$ cat src/rtl/fsu_pkg.sv
package fsu_pkg;
    typedef enum logic [1:0] {
        RNG_ONE  = 2'd0,
        RNG_U2W  = 2'd1,
        RNG_S2W  = 2'd2,
        RNG_ALT  = 2'd3
    } fsu_range_e;

    function automatic logic range_is_wide(input fsu_range_e r);
        return (r == RNG_U2W) || (r == RNG_S2W);
    endfunction
endpackage

$ cat src/rtl/fsu_amount.sv
module fsu_amount #(
    parameter int W     = 32,
    parameter int IMM_W = 6,
    localparam int SH_W = $clog2(2 * W)
) (
    input  logic             wide,
    input  logic             mask_en,
    input  logic             use_imm,
    input  logic [W-1:0]     amt_reg,
    input  logic [IMM_W-1:0] amt_imm,
    output logic [SH_W-1:0]  amt_eff,
    output logic             amt_ovf
);
    localparam logic [W-1:0] LIM_ONE = W[W-1:0];
    localparam logic [W-1:0] LIM_TWO = (2 * W);

    logic [W-1:0] raw;
    logic [W-1:0] lim;
    logic [W-1:0] wrapped;

    always_comb begin
        raw     = use_imm ? {{(W-IMM_W){1'b0}}, amt_imm} : amt_reg;
        lim     = wide ? LIM_TWO : LIM_ONE;
        wrapped = raw & (lim - 1'b1);
        if (mask_en) begin
            amt_eff = wrapped[SH_W-1:0];
            amt_ovf = 1'b0;
        end else begin
            amt_eff = raw[SH_W-1:0];
            amt_ovf = (raw >= lim);
        end
    end
endmodule

$ cat src/rtl/fsu_funnel.sv
module fsu_funnel #(
    parameter int W     = 32,
    localparam int SH_W = $clog2(2 * W)
) (
    input  logic            left,
    input  logic            sign_fill,
    input  logic [W-1:0]    lo,
    input  logic [W-1:0]    hi,
    input  logic [SH_W-1:0] amt,
    output logic [W-1:0]    word
);
    logic [2*W-1:0] pair;
    logic           fill;

    assign pair = {hi, lo};
    assign fill = sign_fill & hi[W-1];

    always_comb begin
        for (int i = 0; i < W; i++) begin
            int idx;
            if (left) begin
                idx = i + W - int'(amt);
                word[i] = (idx >= 0) ? pair[idx] : 1'b0;
            end else begin
                idx = i + int'(amt);
                word[i] = (idx < 2 * W) ? pair[idx] : fill;
            end
        end
    end
endmodule

$ cat src/rtl/fsu_flags.sv
module fsu_flags #(
    parameter int W = 32
) (
    input  logic         enable,
    input  logic [W-1:0] word,
    output logic         zero,
    output logic         neg
);
    assign zero = enable & ~(|word);
    assign neg  = enable & word[W-1];
endmodule

$ cat src/rtl/funnel_shift_unit.sv
module funnel_shift_unit #(
    parameter int W     = 32,
    parameter int IMM_W = 6,
    localparam int SH_W = $clog2(2 * W)
) (
    input  logic             clk,
    input  logic             rst_n,
    input  logic             in_valid,
    input  logic             dir_left,
    input  logic [1:0]       range_sel,
    input  logic             mask_en,
    input  logic             wr_cc,
    input  logic             use_imm,
    input  logic [W-1:0]     amt_reg,
    input  logic [IMM_W-1:0] amt_imm,
    input  logic [W-1:0]     src_lo,
    input  logic [W-1:0]     src_hi,
    output logic             out_valid,
    output logic [W-1:0]     result,
    output logic             flag_z,
    output logic             flag_n,
    output logic             cc_upd
);
    import fsu_pkg::*;

    typedef struct packed {
        logic         vld;
        logic [W-1:0] res;
        logic         z;
        logic         n;
        logic         cc;
    } stage_t;

    stage_t     st_d, st_q;
    fsu_range_e rng;
    logic       wide;
    logic [SH_W-1:0] amt_eff;
    logic       amt_ovf;
    logic [W-1:0] shifted;
    logic [W-1:0] res_c;
    logic       z_c, n_c;

    assign rng  = fsu_range_e'(range_sel);
    assign wide = range_is_wide(rng);

    fsu_amount #(.W(W), .IMM_W(IMM_W)) u_amt (
        .wide    (wide),
        .mask_en (mask_en),
        .use_imm (use_imm),
        .amt_reg (amt_reg),
        .amt_imm (amt_imm),
        .amt_eff (amt_eff),
        .amt_ovf (amt_ovf)
    );

    fsu_funnel #(.W(W)) u_fun (
        .left      (dir_left),
        .sign_fill (rng == RNG_S2W),
        .lo        (src_lo),
        .hi        (src_hi),
        .amt       (amt_eff),
        .word      (shifted)
    );

    assign res_c = amt_ovf ? '0 : shifted;

    fsu_flags #(.W(W)) u_flg (
        .enable (wr_cc),
        .word   (res_c),
        .zero   (z_c),
        .neg    (n_c)
    );

    always_comb begin
        st_d     = st_q;
        st_d.vld = in_valid;
        if (in_valid) begin
            st_d.res = res_c;
            st_d.z   = z_c;
            st_d.n   = n_c;
            st_d.cc  = wr_cc;
        end
    end

    always_ff @(posedge clk) begin
        if (!rst_n) st_q <= '0;
        else        st_q <= st_d;
    end

    assign out_valid = st_q.vld;
    assign result    = st_q.res;
    assign flag_z    = st_q.z;
    assign flag_n    = st_q.n;
    assign cc_upd    = st_q.cc;
endmodule

$ cat config.mk
export PLATFORM = sky130hd
export DESIGN_NAME = funnel_shift_unit
export DESIGN_NICKNAME = d
export VERILOG_FILES = /design/src/rtl/fsu_pkg.sv /design/src/rtl/fsu_amount.sv /design/src/rtl/fsu_funnel.sv /design/src/rtl/fsu_flags.sv /design/src/rtl/funnel_shift_unit.sv
export SDC_FILE = /design/constraint.sdc
export NUM_CORES = 1
export LEC_CHECK = 0
export BUFFER_PORTS_ARGS = -buffer_cell sky130_fd_sc_hd__clkbuf_2
export CAP_MARGIN = 20
export CORE_ASPECT_RATIO = 1.25
export CORE_MARGIN = 2
export CORE_UTILIZATION = 60
export DETAILED_ROUTE_END_ITERATION = 7
export PLACE_DENSITY_LB_ADDON = 0.1
export SYNTH_ARGS = -nofsm -noshare
export SYNTH_HDL_FRONTEND = slang
export SYNTH_HIERARCHICAL = 1
export SYNTH_SLANG_ARGS = --single-unit
$ cat constraint.sdc
create_clock -name clk -period 7.3 [get_ports clk]
set_input_delay 1.46 -clock clk [delete_from_list [all_inputs] [get_ports clk]]
set_output_delay 1.46 -clock clk [all_outputs]
set_load 0.05 [all_outputs]
### Word-level counts from Yosys, hierarchy flattened

Index checks and enable logic that the tools add are counted.

| storage, ports and cells | value |
|---|---|
| register bits | 36 |
| bits of input ports | 111 |
| output and inout bits | 36 |
| logic and storage cells | 499 |

| operators by class | value |
|---|---|
| add/subtract/negate cells | 64 |
| order comparisons | 129 |
| equal/unequal tests | 2 |
| multiplexer cells | 292 |
| bitwise logic cells | 5 |
| reduce and logical (&&, ||, !) cells | 2 |

Operators with widths:

| operator | count |
|---|---|
| $lt 32x8->1 const B | 94 |
| $ge 32x1->1 const B | 32 |
| $bmux 1 s6 | 64 |
| $mux 1 | 224 |
| $sub 6x6->7 const A | 32 |
| $add 5x6->7 const A | 16 |
| $mux 32 | 2 |
| $add 4x6->7 const A | 8 |
| $ge 32x7->1 | 1 |
| $reduce_or 32->1 | 1 |
| $add 3x6->7 const A | 4 |
| $add 2x6->7 const A | 2 |
| $lt 6x7->1 const B | 2 |
| $add 1x6->7 const A | 1 |
| $mux 7 | 1 |
| $and 6x6->6 | 1 |
| $mux 6 | 1 |
| $sub 6x1->6 const B | 1 |
| $and 1x1->1 | 3 |
| $eq 2x1->1 const B | 1 |
| $eq 2x2->1 const B | 1 |
| $logic_or 1x1->1 | 1 |
| $not 1->1 | 1 |

### Logic depth before layout (Yosys ltp)

| depth | value |
|---|---|
| word-level depth | 16 |
| mapped depth | 24 |
| depth with buffers taken out | 18 |

### By module

The synthesis kept the hierarchy.

Modules (own cells, without submodules):

| module | instances | cells an instance | area each (µm²) |
|---|---|---|---|
| fsu_funnel | 1 | 1,258 | 12,849.8 |
| funnel_shift_unit | 1 | 156 | 1,592.8 |
| fsu_amount | 1 | 32 | 274.0 |
| fsu_flags | 1 | 13 | 91.3 |

### Worst setup path before layout

OpenSTA, ideal clock, no wires.

| timing path | value |
|---|---|
| path kind | input -> register |
| start | input port use_imm |
| end | register st_q, in the netlist flag_z |
| setup time | 66 ps |
| arrival time | 6,446 ps |
| path slack | 789 ps |
| stages | 22 |
| buffers on the path | 6 |
| cells stage by stage | buf_6 > mux2_2 > buf_2 > buf_2 > buf_2 > buf_2 > inv_1 > ha_1 > buf_4 > mux2_2 > mux2_2 > mux4_2 > mux4_2 > a21boi_1 > a311oi_1 > a21oi_1 > and2b_1 > nor4_1 > nand4_1 > nor3_2 > mux2i_1 > nor2b_1 |

| between the ends | value |
|---|---|
| word-level cells in the longest chain between the ends | 13 |
| elaborated cells between the ends (all ways) | 423 |

RTL lines:

| element | line | RTL |
|---|---|---|
| start: declaration | funnel_shift_unit.sv:13 | `input logic use_imm,` |
| $mux 32 * | fsu_amount.sv:22 | `raw = use_imm ? {{(W-IMM_W){1'b0}}, amt_imm} : amt_reg;` |
| $and 6x6->6 | fsu_amount.sv:24 | `wrapped = raw & (lim - 1'b1);` |
| $mux 6 * | fsu_amount.sv:25 | `if (mask_en) begin` |
| named net amt_eff[1] | funnel_shift_unit.sv:37 | `logic [SH_W-1:0] amt_eff;` |
| $add 4x6->7 or $sub 6x6->7 (tied branches) | fsu_funnel.sv:25, fsu_funnel.sv:22 |  |
| $bmux 1 s6 (on tied branches) | fsu_funnel.sv:26, fsu_funnel.sv:23 |  |
| $mux 1 (on tied branches) (3 in series) | fsu_funnel.sv:26, fsu_funnel.sv:23 |  |
| $mux 1 * | fsu_funnel.sv:21 | `if (left) begin` |
| named net shifted[9] | funnel_shift_unit.sv:39 | `logic [W-1:0] shifted;` |
| $mux 32 * | funnel_shift_unit.sv:65 | `assign res_c = amt_ovf ? '0 : shifted;` |
| named net res_c[9] | funnel_shift_unit.sv:40 | `logic [W-1:0] res_c;` |
| $reduce_or 32->1 * | fsu_flags.sv:9 | `assign zero = enable & ~(\|word);` |
| $not 1->1 * | fsu_flags.sv:9 |  |
| $and 1x1->1 * | fsu_flags.sv:9 |  |
| named net z_c | funnel_shift_unit.sv:41 | `logic z_c, n_c;` |
| end signal: assignment | funnel_shift_unit.sv:87 | `else st_q <= st_d;` |
| end: declaration | funnel_shift_unit.sv:34 | `stage_t st_d, st_q;` |

The timed path passes the listed nets; every way through them passes the cells marked *. The select of a mux whose other input is x is not followed.
A chain may end at the register's enable or synchronous reset.

### Final worst setup path

| timing path | value |
|---|---|
| start | input port use_imm |
| end | register st_q, in the netlist flag_z |

| between the ends | value |
|---|---|
| word-level cells in the longest chain between the ends | 13 |
| elaborated cells between the ends (all ways) | 423 |

RTL lines:

| element | line |
|---|---|
| $mux 32 * | fsu_amount.sv:22 |
| $and 6x6->6 | fsu_amount.sv:24 |
| $mux 6 * | fsu_amount.sv:25 |
| named net amt_eff[2] | funnel_shift_unit.sv:37 |
| $add 5x6->7 or $sub 6x6->7 (tied branches) | fsu_funnel.sv:25, fsu_funnel.sv:22 |
| $bmux 1 s6 (on tied branches) | fsu_funnel.sv:26, fsu_funnel.sv:23 |
| $mux 1 (on tied branches) (3 in series) | fsu_funnel.sv:26, fsu_funnel.sv:23 |
| $mux 1 * | fsu_funnel.sv:21 |
| named net shifted[20] | funnel_shift_unit.sv:39 |
| $mux 32 * | funnel_shift_unit.sv:65 |
| named net res_c[20] | funnel_shift_unit.sv:40 |
| $reduce_or 32->1 * | fsu_flags.sv:9 |
| $not 1->1 * | fsu_flags.sv:9 |
| $and 1x1->1 * | fsu_flags.sv:9 |
| named net z_c | funnel_shift_unit.sv:41 |

Marked as above.

==> summary.log <==
INFO  cts            cts_hold_repair.buffers=0
INFO  cts            root_buffer=sky130_fd_sc_hd__clkbuf_16
INFO  critical_path  setup.worst_path.class=in2reg
INFO  yosys          synth.avg_cell_area=10.15squm
INFO  routing        met3WireLength=9.274mm
INFO  routing        wl_per_cell=34.16um
INFO  yosys          combinational_family_with_the_most_area_after_synthesis=multiplexers
INFO  routing        drc=0
INFO  global_routing grt_antenna_before_repair=2
INFO  min_path       worstHoldEndpoint=flag_n
INFO  critical_path  worst_setup_path_end_kind=register
INFO  sta            clock_skew=0ns
INFO  floorplan      dieHeight=179.6um
INFO  cts            cts_num_sinks=36
INFO  cts            cts.path.max_buffers=2
INFO  routing        dr.first_iter.drc_count=2514
INFO  yosys          synthMuxAreaShare=58.94%
INFO  routing        routed-wl-met2=27.14mm
INFO  global_routing number_of_global_route_vias_before_repair=13600
INFO  placed_design  number_of_buffers_inserted_by_port_buffering=146
INFO  power_and_ir_drop ratio_of_total_power_to_cell_area=190.5nW/um^2
INFO  min_path       timing.hold.worst.start=flag_n
INFO  yosys          syn_std_cell_area=14810squm
INFO  flow_run       maxCapViolations=0
INFO  routing        post_drt_via_cell_ratio=7.898
INFO  floorplan      core_area=24340squm
INFO  yosys          synth-compound-area-share=10.61%
INFO  floorplan      ioPinCount=147
INFO  cts            post_cts_resized=0
INFO  global_routing maximum_number_of_pins_on_one_net_before_global_route_repair=101
INFO  global_routing global_route_wire_length_before_repair=91.24mm
INFO  routing        maxUsedRoutingLayer=met4
INFO  final_layout   ff_latch_area=720.7squm
INFO  routing        vias=14620
INFO  min_path       min_path_type=reg2reg
INFO  cts            cts_tree=done
INFO  power_and_ir_drop ir_worst_vdd=101.4uV
INFO  floorplan      core.rowCount=64
INFO  sta            fin_crit_sh=87.29%
INFO  power_and_ir_drop power_switching=0.001537W
INFO  sta            totalNegativeSetupSlack=0ns
INFO  floorplan      die_area=25960squm
INFO  power_and_ir_drop finalPower=0.003022W
INFO  placed_design  gpl.final_weighted_congestion=1.083
INFO  cts            ctsHtreeMaxLevel=2
INFO  final_layout   multi_input_area=13270squm
INFO  sta            hold_viol_final=0
INFO  critical_path  timing.rr.start=result[12]
INFO  sta            max_slew_headroom=31.12%
INFO  yosys          yosys.area_share.simple=11.16%
INFO  power_and_ir_drop power_frac_comb=84.5%
INFO  yosys          synthesized_net_count=1596
INFO  routing        drtAntennaViolNets=0
INFO  yosys          dominantRegCellSynth=sky130_fd_sc_hd__dfxtp_1
INFO  final_layout   layout.nets=1656
INFO  power_and_ir_drop power.share.clock=7.9%
INFO  yosys          synth.yosys.warnings=6
INFO  yosys          yosysSeqAreaShare=4.867%
INFO  critical_path  reg2reg_slack=6.49ns
INFO  power_and_ir_drop switching_share=50.85%
INFO  critical_path  critPathMaxFanout=29
INFO  routing        wirelength=63.24mm
INFO  cts            cts_buffers=5
INFO  global_routing grtUsageTotal=48.36%
INFO  sta            maxClockFrequency=156.9MHz
INFO  yosys          syn_inst=1459
INFO  final_layout   finish.instance_area=15870squm
INFO  critical_path  worst-r2r-cell-count=2
INFO  cts            clk_pin_slew_worst_paths=0.06ns
INFO  yosys          post_synth_xor_area_fraction=6.177%
INFO  power_and_ir_drop power.sequential.fraction=7.6%
INFO  yosys          synth_edf_count=0
INFO  final_layout   syn_to_final_growth=7.157%
INFO  sta            tightest_slew=1.026ns
INFO  routing        drtPass1Iterations=7
INFO  floorplan      dieWidth=144.5um
INFO  floorplan      floorplan.initialDensity=60.83%
INFO  sta            finalSetupViolations=0
INFO  critical_path  arrival=6.59ns
INFO  final_layout   final_layout_size_suffix_gt1_share=37.76%
INFO  sta            fin_crit=6.372ns
INFO  placed_design  post_dp_cell_area=15680squm
INFO  yosys          synth_cell_types=75
INFO  yosys          post_synth_fa_ha_maj_area_fraction=2.197%
INFO  sta            grt_setup_unrepaired=false
INFO  power_and_ir_drop power.leakage=6.246nW
INFO  critical_path  timing.critical_path.required=7.52ns
INFO  cts            cts_post_setup_buffers_inserted=0
INFO  yosys          async_reset_ff_share=0%
INFO  min_path       hold_depth=2
INFO  sta            report.final.slew_viol_count=0
INFO  run_status     run_status=complete, no violations
INFO  cts            worst_skew_pair.late_latency=0.28ns
INFO  critical_path  critical_path.reg2reg.endpoint=result[12]
INFO  global_routing global_route.overflow_total=0
INFO  power_and_ir_drop internal_power=0.001485W
INFO  critical_path  worstSetupStartpointType=primary input
INFO  placed_design  dpl.hpwl=47.49mm
INFO  routing        drt-met1-wl=20.55mm
INFO  final_layout   finish.utilization=65.18%
INFO  final_layout   final.fill_count=2037
INFO  yosys          synth.ff_latch_count=36
-- cell families after synthesis --
logic type | after synthesis
compound gates | 246
fa+ha+maj | 26
mux | 536
simple gates | 333
flops | 36
xor+xnor | 101
buf+inv | 181
-- worst max-delay path: stages --
cell and delay [ns]:
sky130_fd_sc_hd__clkbuf_2 0.18, sky130_fd_sc_hd__mux2_2 0.66, sky130_fd_sc_hd__inv_1 0.25, sky130_fd_sc_hd__ha_2 0.90
sky130_fd_sc_hd__buf_4 0.35, sky130_fd_sc_hd__mux4_2 0.32, sky130_fd_sc_hd__mux2_2 0.37, sky130_fd_sc_hd__mux2i_1 0.24
sky130_fd_sc_hd__o22ai_1 0.13, sky130_fd_sc_hd__nor4bb_1 0.59, sky130_fd_sc_hd__o32ai_1 0.23, sky130_fd_sc_hd__and2b_1 0.22
sky130_fd_sc_hd__or3_1 0.34, sky130_fd_sc_hd__nor3_2 0.11, sky130_fd_sc_hd__mux2i_1 0.09, sky130_fd_sc_hd__nor2b_1 0.13
-- cells in the mapped netlist (all sizes together), types with 8 or more instances --
cell      n  area share, %
xor2     33            2.0
nand2   126            3.2
and2b    18           0.92
mux2    100            7.6
mux2i   179             12
nor3     21           0.78
o21ai    60            2.1
a211oi    8           0.44
ha       26            2.2
xnor2    68            4.2
buf      86            3.6
nor2     49            1.2
a31oi    14           0.59
inv      31           0.79
nand3    24           0.81
clkbuf   63            1.6
nor2b    55            2.3
nor4     13           0.55
a21oi    75            2.6
o22ai    10           0.42
mux4    257             39
dfxtp    36            4.9
a22o     32            1.9
-- how the worst max path moves through the flow --
stage / start / endpoint / cells after the start
CTS: use_imm / flag_z / 18
floorplan: use_imm / flag_z / 22
detailed placement: use_imm / flag_z / 18
global route: use_imm / flag_z / 18
finish: use_imm / flag_z / 16
global placement: use_imm / flag_z / 18
-- power groups by stage --
stage / sequential (W) / combinational, W / clock (W)
floorplan: 0.000301 / 0.00168 / 0
global placement: 0.000233 / 0.00241 / 0
detailed placement: 0.000233 / 0.00243 / 0
CTS: 0.000229 / 0.00244 / 0.000243
global route: 0.000231 / 0.00263 / 0.000251
finish: 0.000229 / 0.00255 / 0.000240
-- flip-flops by register name, summed over array words and instances, names as in the netlist --
signal and count:
result 32, cc_upd 1, flag_n 1, flag_z 1, out_valid 1
-- per-stage QoR --
step	instances	hold WS [ns]	setup slack, ns
floorplan	1459	0.7431	0.7886
global placement	1839	0.5001	0.8384
detailed placement	1840	0.5109	0.8297
CTS	1848	0.5278	1.118
global route	1850	0.5773	0.8681
finish	1851	0.5184	0.9282
-- layout by cell type, fill, tap and decap left out, types with 29 or more instances in the layout --
cell type	instances
sky130_fd_sc_hd__a21oi_1	74
sky130_fd_sc_hd__a22o_1	32
sky130_fd_sc_hd__buf_4	54
sky130_fd_sc_hd__clkbuf_2	146
sky130_fd_sc_hd__dfxtp_1	36
sky130_fd_sc_hd__inv_1	29
sky130_fd_sc_hd__mux2_2	85
sky130_fd_sc_hd__mux2i_1	179
sky130_fd_sc_hd__mux4_2	252
sky130_fd_sc_hd__nand2_1	126
sky130_fd_sc_hd__nor2_1	49
sky130_fd_sc_hd__nor2b_1	55
sky130_fd_sc_hd__o21ai_0	52
sky130_fd_sc_hd__xnor2_1	62
sky130_fd_sc_hd__xor2_1	31
-- area by class of cell --
cell class                 instances  share of cell area (%)
tap                              330                   2.602
inverter                          32                  0.7570
multi-input combinational       1242                   83.61
clock inverter                     3                  0.2681
clock buffer                       5                  0.7885
antenna                            1                 0.01577
timing repair buffer             202                   7.412
sequential                        36                   4.542
-- routing by layer --
layer	GRT usage (%)	up-vias
met5	0	-
met4	33.44	0
met3	14.76	335
met2	71.81	1437
met1	59.98	6941
li1	-	5906
No activity file was read; power rests on OpenSTA's default activity.
